**src/rtl/bcdcal_pkg.sv**
```systemverilog
package bcdcal_pkg;

    typedef struct packed {
        logic [7:0] sec;
        logic [7:0] min;
        logic [7:0] hour;
        logic [7:0] dow;
        logic [7:0] date;
        logic [7:0] month;
        logic [7:0] year;
    } cal_regs_t;

    localparam logic [2:0] A_SEC   = 3'd0;
    localparam logic [2:0] A_MIN   = 3'd1;
    localparam logic [2:0] A_HOUR  = 3'd2;
    localparam logic [2:0] A_DOW   = 3'd3;
    localparam logic [2:0] A_DATE  = 3'd4;
    localparam logic [2:0] A_MONTH = 3'd5;
    localparam logic [2:0] A_YEAR  = 3'd6;

    // Packed-BCD increment; an out-of-range low digit carries to keep moving
    function automatic logic [7:0] bcd_inc(input logic [7:0] v);
        if (v[3:0] >= 4'd9) return {v[7:4] + 4'd1, 4'd0};
        return v + 8'd1;
    endfunction

    function automatic logic [7:0] bcd_to_bin(input logic [7:0] v);
        return ({4'd0, v[7:4]} * 8'd10) + {4'd0, v[3:0]};
    endfunction

endpackage

```
**src/rtl/bcdcal_prescaler.sv**
```systemverilog
module bcdcal_prescaler #(
    parameter int PRESCALE = 32768
) (
    input  logic clk,
    input  logic rst_n,
    input  logic en,
    input  logic halt,
    input  logic clr,
    output logic tick
);
    localparam int CW = (PRESCALE > 2) ? $clog2(PRESCALE) : 1;
    localparam logic [CW-1:0] LAST = CW'(PRESCALE - 1);

    logic [CW-1:0] cnt_d, cnt_q;

    always_comb begin
        cnt_d = cnt_q;
        tick  = 1'b0;
        if (clr) begin
            cnt_d = '0;
        end else if (en && !halt) begin
            if (cnt_q == LAST) begin
                cnt_d = '0;
                tick  = 1'b1;
            end else begin
                cnt_d = cnt_q + 1'b1;
            end
        end
    end

    always_ff @(posedge clk or negedge rst_n) begin
        if (!rst_n) cnt_q <= '0;
        else        cnt_q <= cnt_d;
    end

    p_cnt_bound_r2: assert property (@(posedge clk) disable iff (!rst_n)
        cnt_q <= LAST);
    p_clear_restarts_r4: assert property (@(posedge clk) disable iff (!rst_n)
        clr |=> cnt_q == '0);
    p_halt_holds_r3: assert property (@(posedge clk) disable iff (!rst_n)
        (halt && !clr) |=> $stable(cnt_q));

endmodule

```
**src/rtl/bcdcal_hour_step.sv**
```systemverilog
module bcdcal_hour_step
    import bcdcal_pkg::*;
(
    input  logic [6:0] hour_cur,
    output logic [6:0] hour_nxt,
    output logic       day_wrap
);
    logic [4:0] h12;

    always_comb begin
        h12      = hour_cur[4:0];
        hour_nxt = hour_cur;
        day_wrap = 1'b0;
        if (hour_cur[6]) begin
            if (h12 == 5'h11) begin
                hour_nxt = {1'b1, ~hour_cur[5], 5'h12};
                day_wrap = hour_cur[5];
            end else if (h12 >= 5'h12) begin
                hour_nxt = {1'b1, hour_cur[5], 5'h01};
            end else begin
                hour_nxt = {1'b1, hour_cur[5], 5'(bcd_inc({3'd0, h12}))};
            end
        end else begin
            if (hour_cur[5:0] >= 6'h23) begin
                hour_nxt = 7'h00;
                day_wrap = 1'b1;
            end else begin
                hour_nxt = {1'b0, 6'(bcd_inc({2'd0, hour_cur[5:0]}))};
            end
        end
    end

endmodule

```
**src/rtl/bcdcal_month_len.sv**
```systemverilog
module bcdcal_month_len
    import bcdcal_pkg::*;
(
    input  logic [4:0] month,
    input  logic [7:0] year,
    output logic [7:0] last_date
);
    logic [7:0] year_bin;
    logic       leap;

    always_comb begin
        year_bin = bcd_to_bin(year);
        leap     = (year_bin[1:0] == 2'b00);
        case (month)
            5'h02:                      last_date = leap ? 8'h29 : 8'h28;
            5'h04, 5'h06, 5'h09, 5'h11: last_date = 8'h30;
            default:                    last_date = 8'h31;
        endcase
    end

endmodule

```
**src/rtl/bcdcal_top.sv**
```systemverilog
module bcdcal_top
    import bcdcal_pkg::*;
#(
    parameter int PRESCALE = 32768
) (
    input  logic       clk,
    input  logic       rst_n,
    input  logic       tick_en,
    input  logic       wr_en,
    input  logic [2:0] wr_addr,
    input  logic [7:0] wr_data,
    output logic [7:0] sec_o,
    output logic [7:0] min_o,
    output logic [7:0] hour_o,
    output logic [7:0] dow_o,
    output logic [7:0] date_o,
    output logic [7:0] month_o,
    output logic [7:0] year_o,
    output logic       sec_pulse
);
    localparam cal_regs_t RESET_REGS = '{sec: 8'h00, min: 8'h00, hour: 8'h00,
                                         dow: 8'h01, date: 8'h01, month: 8'h01,
                                         year: 8'h00};

    cal_regs_t  regs_d, regs_q;
    logic       tick, adv, sec_wr;
    logic [6:0] hour_nxt;
    logic       hour_wrap;
    logic [7:0] last_date;
    logic       c_min, c_hr, c_day, c_mon, c_yr;

    assign sec_wr = wr_en && (wr_addr == A_SEC);
    assign adv    = tick && !wr_en;

    bcdcal_prescaler #(.PRESCALE(PRESCALE)) u_presc (
        .clk   (clk),
        .rst_n (rst_n),
        .en    (tick_en),
        .halt  (regs_q.sec[7]),
        .clr   (sec_wr),
        .tick  (tick)
    );

    bcdcal_hour_step u_hour (
        .hour_cur (regs_q.hour[6:0]),
        .hour_nxt (hour_nxt),
        .day_wrap (hour_wrap)
    );

    bcdcal_month_len u_mlen (
        .month     (regs_q.month[4:0]),
        .year      (regs_q.year),
        .last_date (last_date)
    );

    always_comb begin
        regs_d = regs_q;
        c_min  = 1'b0;
        c_hr   = 1'b0;
        c_day  = 1'b0;
        c_mon  = 1'b0;
        c_yr   = 1'b0;
        if (adv) begin
            if (regs_q.sec[6:0] >= 7'h59) begin
                regs_d.sec = {regs_q.sec[7], 7'h00};
                c_min      = 1'b1;
            end else begin
                regs_d.sec = {regs_q.sec[7], 7'(bcd_inc({1'b0, regs_q.sec[6:0]}))};
            end
            if (c_min) begin
                if (regs_q.min[6:0] >= 7'h59) begin
                    regs_d.min = 8'h00;
                    c_hr       = 1'b1;
                end else begin
                    regs_d.min = {1'b0, 7'(bcd_inc({1'b0, regs_q.min[6:0]}))};
                end
            end
            if (c_hr) begin
                regs_d.hour = {1'b0, hour_nxt};
                c_day       = hour_wrap;
            end
            if (c_day) begin
                regs_d.dow = (regs_q.dow[2:0] >= 3'd7) ? 8'h01
                                                       : {5'd0, regs_q.dow[2:0] + 3'd1};
                if (regs_q.date >= last_date) begin
                    regs_d.date = 8'h01;
                    c_mon       = 1'b1;
                end else begin
                    regs_d.date = bcd_inc(regs_q.date);
                end
            end
            if (c_mon) begin
                if (regs_q.month >= 8'h12) begin
                    regs_d.month = 8'h01;
                    c_yr         = 1'b1;
                end else begin
                    regs_d.month = bcd_inc(regs_q.month);
                end
            end
            if (c_yr) begin
                regs_d.year = (regs_q.year >= 8'h99) ? 8'h00 : bcd_inc(regs_q.year);
            end
        end else if (wr_en) begin
            case (wr_addr)
                A_SEC:   regs_d.sec   = wr_data;
                A_MIN:   regs_d.min   = {1'b0, wr_data[6:0]};
                A_HOUR:  regs_d.hour  = {1'b0, wr_data[6:0]};
                A_DOW:   regs_d.dow   = {5'd0, wr_data[2:0]};
                A_DATE:  regs_d.date  = {2'd0, wr_data[5:0]};
                A_MONTH: regs_d.month = {3'd0, wr_data[4:0]};
                A_YEAR:  regs_d.year  = wr_data;
                default: ;
            endcase
        end
    end

    always_ff @(posedge clk or negedge rst_n) begin
        if (!rst_n) regs_q <= RESET_REGS;
        else        regs_q <= regs_d;
    end

    assign sec_o     = regs_q.sec;
    assign min_o     = regs_q.min;
    assign hour_o    = regs_q.hour;
    assign dow_o     = regs_q.dow;
    assign date_o    = regs_q.date;
    assign month_o   = regs_q.month;
    assign year_o    = regs_q.year;
    assign sec_pulse = adv;

    p_halt_freeze_r3: assert property (@(posedge clk) disable iff (!rst_n)
        (regs_q.sec[7] && !wr_en) |=> $stable(regs_q));
    p_sec_wrap_r5: assert property (@(posedge clk) disable iff (!rst_n)
        (sec_pulse && regs_q.sec[6:0] == 7'h59) |=> regs_q.sec[6:0] == 7'h00);
    p_hour12_range_r7: assert property (@(posedge clk) disable iff (!rst_n)
        (sec_pulse && regs_q.hour[6] && regs_q.sec[6:0] >= 7'h59 && regs_q.min[6:0] >= 7'h59)
        |=> (regs_q.hour[4:0] >= 5'h01 && regs_q.hour[4:0] <= 5'h12));
    p_date_nonzero_r8: assert property (@(posedge clk) disable iff (!rst_n)
        sec_pulse |=> regs_q.date != 8'h00);
    p_dow_range_r10: assert property (@(posedge clk) disable iff (!rst_n)
        sec_pulse |=> (regs_q.dow >= 8'h01 && regs_q.dow <= 8'h07));
    p_fixed_zero_r11: assert property (@(posedge clk) disable iff (!rst_n)
        (regs_q.min[7] | regs_q.hour[7] | (|regs_q.dow[7:3]) |
         (|regs_q.date[7:6]) | (|regs_q.month[7:5])) == 1'b0);
    p_write_wins_r12: assert property (@(posedge clk) disable iff (!rst_n)
        wr_en |-> !sec_pulse);

endmodule

```
**config.mk**
```make
export PLATFORM = sky130hd
export DESIGN_NAME = bcdcal_top
export DESIGN_NICKNAME = d
export VERILOG_FILES = /design/src/rtl/bcdcal_pkg.sv /design/src/rtl/bcdcal_prescaler.sv /design/src/rtl/bcdcal_hour_step.sv /design/src/rtl/bcdcal_month_len.sv /design/src/rtl/bcdcal_top.sv
export SDC_FILE = /design/constraint.sdc
export NUM_CORES = 1
export LEC_CHECK = 0
export ABC_AREA = 1
export CORE_MARGIN = 4
export CORE_UTILIZATION = 50
export DETAILED_ROUTE_END_ITERATION = 10
export GPL_ROUTABILITY_DRIVEN = 0
export HOLD_SLACK_MARGIN = 0.1
export PLACE_DENSITY = 0.77
export SETUP_SLACK_MARGIN = 0.3
export SYNTH_ARGS = -nofsm -noshare
export SYNTH_HDL_FRONTEND = slang
export SYNTH_SLANG_ARGS = --single-unit
```
**constraint.sdc**
```tcl
create_clock -name clk -period 2.3 [get_ports clk]
set_input_delay 0.46 -clock clk [delete_from_list [all_inputs] [get_ports clk]]
set_output_delay 0.46 -clock clk [all_outputs]
set_load 0.02 [all_outputs]
```
==> impl_metrics.toml, run 1 <==
[synthesis]
synth_cells = 739
synthTopCellsByCount = "nand2_1, inv_1, nor2_1"
ys_types = 42
syn_area_um2 = 5070
synth.top_cell.area_share_pct = 30.1
ys_seq_elements = 64
yosys_warnings = 0
synth.yosys.seq_area_share_pct = 31.7
yosys.area.top_type = "dfrtp_1"
synth.avg_cell_area_um2 = 6.86
synth.area.top_cells = "dfrtp_1, nand2_1, ha_1, inv_1, nand3_1"
async_flop_share_pct = 100
synthMostInstantiatedCell = "nand2_1"
yosys_most_used_dff = "dfrtp_1"
synth_edf_count = 0

[finish]
drive_gt1_share_pct = 18.4
synthToLayoutAreaGrowth_pct = 33.6
final_core_util_pct = 68.9
final_nets = 906
antennaDiodeCount = 0

[worst_setup_path]
slowest_delay_ns = 0.58
cp_slowest_cell = "dfstp_2"
criticalPathCategory = "flip-flop to flip-flop"
cp_max_fo = 8
worstPathRequired_ns = 2.55
endpoint_kind = "flip-flop"
worstPathArrival_ns = 2.65
path_cells = "ha_2 -> a21oi_1 -> a31oi_1 -> nor2_1 -> ha_2 -> nand2_1 -> nand2_1 -> nand2_1 -> nand2_1 -> nand3_2 -> nand2_4 -> nand2_8 -> nand3_4 -> nand2_1 -> nand2_1"
cp_common_cell = "nand2_1"
worstSetupStartpointType = "flip-flop"

[global_routing]
grt_util_met1_pct = 33.4
grt_pass1_wl_um = 23700
use_met3_pct = 4.68
grt_max_degree = 34
gr-usage-met2_pct = 40.9
antenna_found_initial = 0
grt.busiest_layer = "met2"
grtUsageTotal_pct = 25.3
grt_pass1_vias = 5184
overflow = 0

[clock_network]
cts_inserted_buffers = 9
insertion_delay_ns = 0.35
cts_max_level = 3
cts.sinks = 64
cts.clk_slew.worst_paths_ns = 0.08
cts_tree = "built"
cts_root_buf = "clkbuf_8"
cts_buffer_depth = 2

[run_status]
outcome = "complete, but fails checks"
violations = "negative setup slack"

[timing]
setup_viol = 22
period_share_pct = 105
worstMarginPinSlew_ns = 0.662
slew_violations = 0
skew_ns = 0.0112
tns_ns = -1.39
min_period_ns = 2.40
rsz0062_at_grt = "yes"
relSlewSlack_pct = 55.8
hold_viol = 0
fin_ws_ns = -0.104
fmax_ghz = 0.416

[flow_run]
maxCapViolations = 0

[drt]
drc = 0
drt-pass1-iter-count = 5
ant_nets = 0
drt_first_iter_violations = 389
routedWlPerCell_um = 15.5
vias = 5451
routed_wl_um = 15400
post_drt_via_cell_ratio = 5.49

[die]
die_h_um = 109
core_area_um2 = 9820
rows = 36
start_util_pct = 51.6
die-width_um = 109
dieArea_um2 = 11800
top_level_ports = 72

[pwr]
p_total_uw = 4560
ir_worst_vdd_mv = 0.392
p_per_area_nw_per_um2 = 673
leakagePower_uw = 0.00340

[hold_path]
hold_class = "input pin to asynchronous set/reset pin"

[placed_design]
io_buffer_count = 64
dp_hpwl_um = 10600
[where the power goes]
group	internal, µW	total [µW]	switching (µW)
Clock	560	1040	476
Combinational	804	1900	1100
Sequential	1320	1620	293
[sequential cells by signal, indices dropped and copies added, names as in the netlist]
| signal | flops |
|---|---|
| date_o | 8 |
| dow_o | 3 |
| hour_o | 7 |
| min_o | 7 |
| month_o | 8 |
| sec_o | 8 |
| u_presc.cnt_q | 15 |
| year_o | 8 |
[repair_timing]
action | in CTS | in global routing
pin swaps | 6 | 24
gates resized for setup | 25 | 75
endpoints found under the setup margin | 33 | 53
gates cloned | 0 | 3
buffers inserted | 4 | 12
hold buffers | 0 | 0
[routing by layer]
| metal | vias to the layer above | wire (µm) |
|---|---|---|
| met5 | - | 0 |
| met4 | 0 | 472 |
| met3 | 43 | 1130 |
| met2 | 241 | 7390 |
| met1 | 2571 | 6390 |
| li1 | 2596 | - |
[worst max-delay path: cells and delay by family (launching register included)]
kind	cells	cell delay (ns)
adders and majority gates	2	0.41
and+or+nand+nor	11	1.00
AOI/OAI and AO/OA	2	0.31
DFF	1	0.58
[path summary, 6_finish.rpt]
check,slack [ns],cells past startpoint,from,to
worst max-delay path,-0.10,15,month_o[0],year_o[0]
worst min-delay path,0.13,1,rst_n,date_o[3]
worst max register to register,-0.10,15,month_o[0],year_o[0]
worst min register to register,0.52,2,month_o[7],month_o[7]
max in group asynchronous,1.54,2,rst_n,sec_o[5]
min in group clk,0.52,2,month_o[7],month_o[7]
[per-stage QoR]
stage | setup WS, ns | cells | area, µm² | hold slack, ns
final | -0.104 | 992 | 6770 | 0.134
after global routing | -0.225 | 992 | 6770 | 0.171
after CTS | -0.00132 | 977 | 6370 | 0.154
after detailed placement | -0.0541 | 957 | 6070 | 0.497
after global placement | -0.0273 | 957 | 6070 | 0.480
after floorplan | 0.119 | 745 | 5130 | 0.164
[cell usage in the layout, fill, tap and decap left out, types with 5 or more instances in the layout]
| master | n |
|---|---|
| nand2_1 | 214 |
| inv_1 | 83 |
| nor2_1 | 66 |
| dfrtp_1 | 58 |
| clkdlybuf4s50_1 | 56 |
| nand3_1 | 49 |
| buf_4 | 38 |
| ha_1 | 32 |
| o21ai_0 | 30 |
| nand4_1 | 23 |
| a21oi_1 | 16 |
| o21ai_1 | 16 |
| xor2_1 | 14 |
| nand2_4 | 12 |
| nand2_2 | 12 |
| clkbuf_8 | 11 |
| nor2_4 | 9 |
| nor2_2 | 8 |
| nand3_2 | 8 |
| buf_6 | 8 |
| inv_2 | 7 |
| a31oi_1 | 7 |
| conb_1 | 7 |
| o21ai_2 | 6 |
| inv_4 | 5 |
[kinds of logic after synthesis]
group	count (synthesis)	synth area share, %
and+or+nand+nor	419	37.0
buffers and inverters	113	9.56
AOI/OAI and AO/OA	87	9.48
DFF	64	31.7
adders and majority gates	37	9.14
xor gates and xnor gates	18	3.11
other	1	0.0740
[area by class of cell]
cell class | count | area [µm²]
sequential | 64 | 1610
clock inverter | 4 | 52.6
fill | 822 | 3050
timing repair buffer | 115 | 1130
inverter | 95 | 369
multi-input combinational | 569 | 3280
clock buffer | 12 | 155
tap | 133 | 166
Note: power is estimated with default switching activity, not from simulation.
==> inputs of run 2 (changes only) <==
Settings changed: CORE_MARGIN 4 to not set, TNS_END_PERCENT set to 20.
==> run 2 against run 1 <==
  * First-iteration DRC count down 4.1%
  * Largest power group unchanged
  * Register-to-register slack better by 0.11 ns
  * Clock power down 7%
  * Fmax up 4.6%
  * Critical path type unchanged
  * Critical endpoint is now year_o[5]
  * Sequential power about the same
  * Via count down 3.1%
  * Count of clock-buffer cells in the layout unchanged
  * Die area down 11%
  * The flow now finishes without violations
  * Worst hold slack worse by 0.040 ns
  * Routed wire length down 11%
  * Cell count down 1.5%
==> impl_metrics.toml, run 2 (same netlist as run 1, synthesis figures left out) <==
[global_routing]
grtUsageTotal_pct = 27.5
overflow = 0
grt_pass1_vias = 4909
antenna_found_initial = 0
grt_pass1_wl_um = 22600
grt_max_degree = 65

[drt]
ant_nets = 0
drc = 0
vias = 5283
routed_wl_um = 13700
post_drt_via_cell_ratio = 5.41
drt-pass1-iter-count = 6
drt_first_iter_violations = 373
routedWlPerCell_um = 14.1

[timing]
hold_ws_ns = 0.0933
slew_violations = 0
skew_ns = 0.0171
setup_viol = 0
min_period_ns = 2.30
period_share_pct = 99.9
hold_viol = 0
rsz0062_at_grt = "yes"
fmax_ghz = 0.435

[finish]
design_area_um2 = 6440
layout_commonest_cell = "nand2_1"
mostFrequentLayoutCells = "nand2_1, inv_1, nor2_1, dfrtp_1, clkdlybuf4s50_1"
synthToLayoutAreaGrowth_pct = 27.2
largest_reg_flops = 15
drive_gt1_share_pct = 13.5
final_nets = 891
top_register = "u_presc.cnt_q"
antennaDiodeCount = 0

[pwr]
seqPwrFrac_pct = 37.2
p_total_uw = 4280
internal_power_uw = 2560
ir_worst_vdd_mv = 0.369
leakagePower_uw = 0.00327
p_per_area_nw_per_um2 = 665
combPwrFrac_pct = 40.3
power_switching_uw = 1720
switching_share_pct = 40.2
clkPwrFrac_pct = 22.5

[worst_setup_path]
worstPathRequired_ns = 2.54
path_cells = "ha_2 -> a21oi_1 -> a31oi_1 -> nor2_1 -> ha_1 -> inv_1 -> nand3_1 -> nand2_1 -> nand2_1 -> nand2_1 -> nand2_1 -> a21oi_2 -> nor2_1 -> nand3_1 -> nand2_1"
cp_common_cell = "nand2_1"
criticalPathCategory = "flip-flop to flip-flop"
cp_slowest_cell = "dfstp_2"
worstSetupStartpointType = "flip-flop"
cp_num_buf_inv = 1
slowest_delay_ns = 0.56
worstPathArrival_ns = 2.54
endpoint_kind = "flip-flop"
cp_max_fo = 3
cp_top_family = "simple AND/OR/NAND/NOR gates"

[die]
die_h_um = 103
rows = 36
dieArea_um2 = 10500
start_util_pct = 51.6
die-width_um = 103
core_area_um2 = 9820
top_level_ports = 72

[clock_network]
cts_inserted_buffers = 9
cts_buffer_depth = 2
cts_root_buf = "clkbuf_8"
cts_max_level = 3
cts.sinks = 64
cts.clk_slew.worst_paths_ns = 0.08
cts_tree = "built"
insertion_delay_ns = 0.36

[hold_path]
hold_class = "input pin to asynchronous set/reset pin"

[placed_design]
io_buffer_count = 64
place_area_um2 = 6050
dp_hpwl_um = 9990

[run_status]
outcome = "finished clean"

[flow_run]
maxCapViolations = 0
[run 2: cell types whose count changed in the layout (fill, tap and decap cells not counted), sizes merged]
cell / change
dlygate4sd2: +2
clkinv: +3
clkdlybuf4s50: -1
clkbuf: -2
buf: -13
clkinvlp: -3
dlymetal6s2s: -1
[run 2: power by group through the flow]
stage / logic, µW / clock network [µW] / registers [µW]
2_1_floorplan: 939 / 0 / 1710
6_report: 1730 / 964 / 1590
4_1_cts: 1710 / 980 / 1590
3_3_place_gp: 1640 / 0 / 1590
3_5_place_dp: 1690 / 0 / 1600
5_1_grt: 1930 / 1010 / 1630
[run 2: path summary, 6_finish.rpt]
check	start	endpoint	slack, ns	cells past startpoint
max in group asynchronous	rst_n	month_o[0]	1.85	2
worst min-delay path	rst_n	u_presc.cnt_q[5]	0.09	2
worst max register to register	month_o[0]	year_o[5]	0.001	15
min in group clk	month_o[7]	month_o[7]	0.50	2
worst min register to register	month_o[7]	month_o[7]	0.50	2
worst max-delay path	month_o[0]	year_o[5]	0.001	15
[run 2: what timing repair did]
item                       in CTS  in global routing
setup buffers                   4                  0
hold buffers                    0                  0
setup endpoints to repair      39                 52
gates resized for setup        25                 26
cloned                          1                  0
pin swaps                       4                  9
hold endpoints to repair        0                  0
[run 2: final cells by class]
| class | instances | area (µm²) |
|---|---|---|
| multi-input cells | 569 | 3150 |
| flip-flops and latches | 64 | 1610 |
| well taps | 133 | 166 |
| fillers | 861 | 3370 |
| repair buffers | 100 | 963 |
| inverters | 95 | 367 |
| clock inverters | 4 | 45.0 |
| clock buffers | 12 | 145 |
[run 2: worst register-to-register path: stages (launching register included)]
cell and delay (ns):
dfstp_2 0.56, ha_2 0.20, a21oi_1 0.08, a31oi_1 0.21, nor2_1 0.08, ha_1 0.29, inv_1 0.06, nand3_1 0.07
nand2_1 0.07, nand2_1 0.05, nand2_1 0.07, nand2_1 0.08, a21oi_2 0.17, nor2_1 0.08, nand3_1 0.07, nand2_1 0.05
[run 2: through the flow]
stage	std cells	setup TNS (ns)	setup WS, ns	utilization [%]
2_1_floorplan	745	0	0.118	-
3_3_place_gp	956	-0.0265	-0.0265	61.6
3_5_place_dp	956	-0.657	-0.0523	61.6
4_1_cts	977	0	0.00243	64.9
5_1_grt	977	-3.17	-0.177	65.6
6_report	977	0	0.00133	65.6
[run 2: routing by layer]
layer  vias up  part of all wire (%)  global-route usage, %
met4         0                   2.4                   7.91
met1      2489                    45                   35.5
li1       2569                     -                      -
met5         -                     0                      0
met3        35                   5.9                   5.90
met2       190                    47                   46.2
==> inputs of run 3 (changes only) <==
--- a/config.mk
+++ b/config.mk
@@ -13,4 +13,5 @@
 export PLACE_DENSITY = 0.77
 export SETUP_SLACK_MARGIN = 0.3
+export SLEW_MARGIN = 20
 export SYNTH_ARGS = -nofsm -noshare
 export SYNTH_HDL_FRONTEND = slang
==> constraint.sdc (replaced) <==
create_clock -name clk -period 2.3 [get_ports clk]
set_input_delay 0.46 -clock clk [delete_from_list [all_inputs] [get_ports clk]]
set_output_delay 0.46 -clock clk [all_outputs]
set_load 0.1 [all_outputs]
==> run 3 against run 2 <==
  * The run now ends with negative setup slack left
  * Cell count is 0.20% lower
  * Worst hold slack better by 0.010 ns
  * Via count is 1.3% lower
  * Sequential power hardly changed
  * Combinational power is 47% higher
  * Worst setup slack worse by 0.013 ns
  * Non-clock buffer count is 2 lower
  * Core utilization is 0.80 points lower
  * Die area stayed put
==> impl_metrics.toml, run 3 (same netlist as run 1, synthesis figures left out) <==
[global_routing]
grtUsageTotal_pct = 27.5
grt_max_degree = 65
antenna_found_initial = 0
overflow = 0
grt_pass1_wl_um = 22400
grt_pass1_vias = 4719

[clock_network]
cts.sinks = 64
cts_root_buf = "clkbuf_8"
cts.clk_slew.worst_paths_ns = 0.08
cts_tree = "built"
insertion_delay_ns = 0.36
cts_buffer_depth = 2
cts_inserted_buffers = 9
cts_max_level = 3

[pwr]
ir_worst_vdd_mv = 0.541
internal_power_uw = 2760
leakagePower_uw = 0.00329
p_per_area_nw_per_um2 = 849
combPwrFrac_pct = 47.2
seqPwrFrac_pct = 29.8
switching_share_pct = 49.0
power_switching_uw = 2650
clkPwrFrac_pct = 23.0

[die]
top_level_ports = 72
start_util_pct = 51.6
core_area_um2 = 9820
dieArea_um2 = 10500
die-width_um = 103
die_h_um = 103
rows = 36

[timing]
min_period_ns = 2.31
slew_violations = 0
skew_ns = 0.0128
setup_viol = 3
fin_ws_ns = -0.0118
period_share_pct = 101
hold_viol = 0
rsz0062_at_grt = "yes"
fmax_ghz = 0.433

[finish]
stdcell_count = 975
antennaDiodeCount = 0
final_nets = 889
final_core_util_pct = 64.8
layout_commonest_cell = "nand2_1"
mostFrequentLayoutCells = "nand2_1, inv_1, buf_4, nor2_1, dfrtp_1"
synthToLayoutAreaGrowth_pct = 25.6
largest_reg_flops = 15
top_register = "u_presc.cnt_q"
fill_cells = 863
drive_gt1_share_pct = 20.2

[drt]
routedWlPerCell_um = 14.3
vias = 5216
ant_nets = 0
post_drt_via_cell_ratio = 5.35
drt-pass1-iter-count = 5
drc = 0
routed_wl_um = 13900
drt_first_iter_violations = 275

[hold_path]
hold_class = "input pin to asynchronous set/reset pin"

[worst_setup_path]
worstPathRequired_ns = 2.55
cp_max_fo = 6
endpoint_kind = "flip-flop"
worstPathArrival_ns = 2.56
criticalPathCategory = "flip-flop to flip-flop"
cp_slowest_cell = "dfstp_4"
path_cells = "inv_4 -> ha_2 -> o21bai_1 -> a31oi_1 -> nor2_1 -> ha_2 -> nand2_1 -> nand2_1 -> nand2_1 -> nand2_1 -> nand3_2 -> nand2_4 -> nand2_8 -> buf_4 -> nand4_1 -> nand2_1"
cp_common_cell = "nand2_1"
worstSetupStartpointType = "flip-flop"
slowest_delay_ns = 0.65

[flow_run]
maxCapViolations = 0

[placed_design]
dp_hpwl_um = 10100
dp_cells = 953
io_buffer_count = 64

[run_status]
outcome = "complete, but fails checks"
violations = "negative setup slack"
[run 3: cell types whose count changed in the layout (fill, tap and decap cells not counted), sizes merged]
| cell | delta |
|---|---|
| clkdlybuf4s50 | -42 |
| bufinv | +2 |
| buf | +47 |
| dlygate4sd2 | -5 |
| dlymetal6s2s | -2 |
| clkbuf | -2 |
| clkinvlp | +1 |
| clkinv | -1 |
[run 3: final timing paths]
| kind | startpoint | endpoint | slack (ns) | cells after the start |
|---|---|---|---|---|
| hold reg to reg | date_o[7] | date_o[7] | 0.52 | 2 |
| setup / recovery | month_o[0] | month_o[1] | -0.01 | 16 |
| min in group clk | date_o[7] | date_o[7] | 0.52 | 2 |
| setup reg to reg | month_o[0] | month_o[1] | -0.01 | 16 |
| hold / removal | rst_n | u_presc.cnt_q[7] | 0.10 | 2 |
| max in group asynchronous | rst_n | month_o[0] | 1.84 | 2 |
[run 3: worst max-delay path: cells and delay by family, from the launching register on]
family                     cells  cell delay (ns)
buffers and inverters          2             0.19
and+or+nand+nor               10             0.77
DFF                            1             0.65
adders and majority gates      2             0.37
AOI/OAI and AO/OA              2             0.22
[run 3: final cells by class]
| class | instances | area [µm²] | area share [%] |
|---|---|---|---|
| well taps | 133 | 166 | 2.61 |
| inverters | 95 | 372 | 5.84 |
| flip-flops and latches | 64 | 1620 | 25.5 |
| repair buffers | 98 | 818 | 12.9 |
| clock inverters | 6 | 115 | 1.81 |
| multi-input cells | 569 | 3130 | 49.2 |
| clock buffers | 10 | 138 | 2.16 |
[run 3: what timing repair did]
| item | in CTS | in global routing |
|---|---|---|
| gates resized for setup | 6 | 26 |
| cloned | 0 | 1 |
| pin swaps | 6 | 6 |
| hold buffers | 0 | 0 |
| endpoints found under the setup margin | 29 | 48 |
| setup buffers | 5 | 0 |
[run 3: stage by stage]
stage	total power, µW	setup slack, ns	cell area [µm²]	hold slack, ns	TNS (ns)
6_report	5410	-0.0118	6370	0.103	-0.0227
5_1_grt	5710	-0.178	6370	0.129	-3.34
4_1_cts	5390	0.0118	6280	0.133	0
3_5_place_dp	4120	-0.0438	5970	0.510	-0.414
3_3_place_gp	4050	0.0826	5970	0.495	0
2_1_floorplan	3510	-0.103	5170	0.164	-1.57
[run 3: power groups by stage]
| stage | Sequential [µW] | Combinational [µW] | Clock (µW) |
|---|---|---|---|
| 6_report | 1610 | 2550 | 1240 |
| 5_1_grt | 1640 | 2760 | 1310 |
| 2_1_floorplan | 2500 | 1010 | 0 |
| 3_5_place_dp | 1620 | 2500 | 0 |
| 4_1_cts | 1600 | 2530 | 1260 |
| 3_3_place_gp | 1610 | 2440 | 0 |
[run 3: metal layers]
layer	track usage [%]	wire length, µm	vias to the layer above
met5	0	0	-
met4	9.89	267	0
met3	3.93	1030	29
met2	44.6	6510	203
met1	37.4	6120	2411
li1	-	-	2573
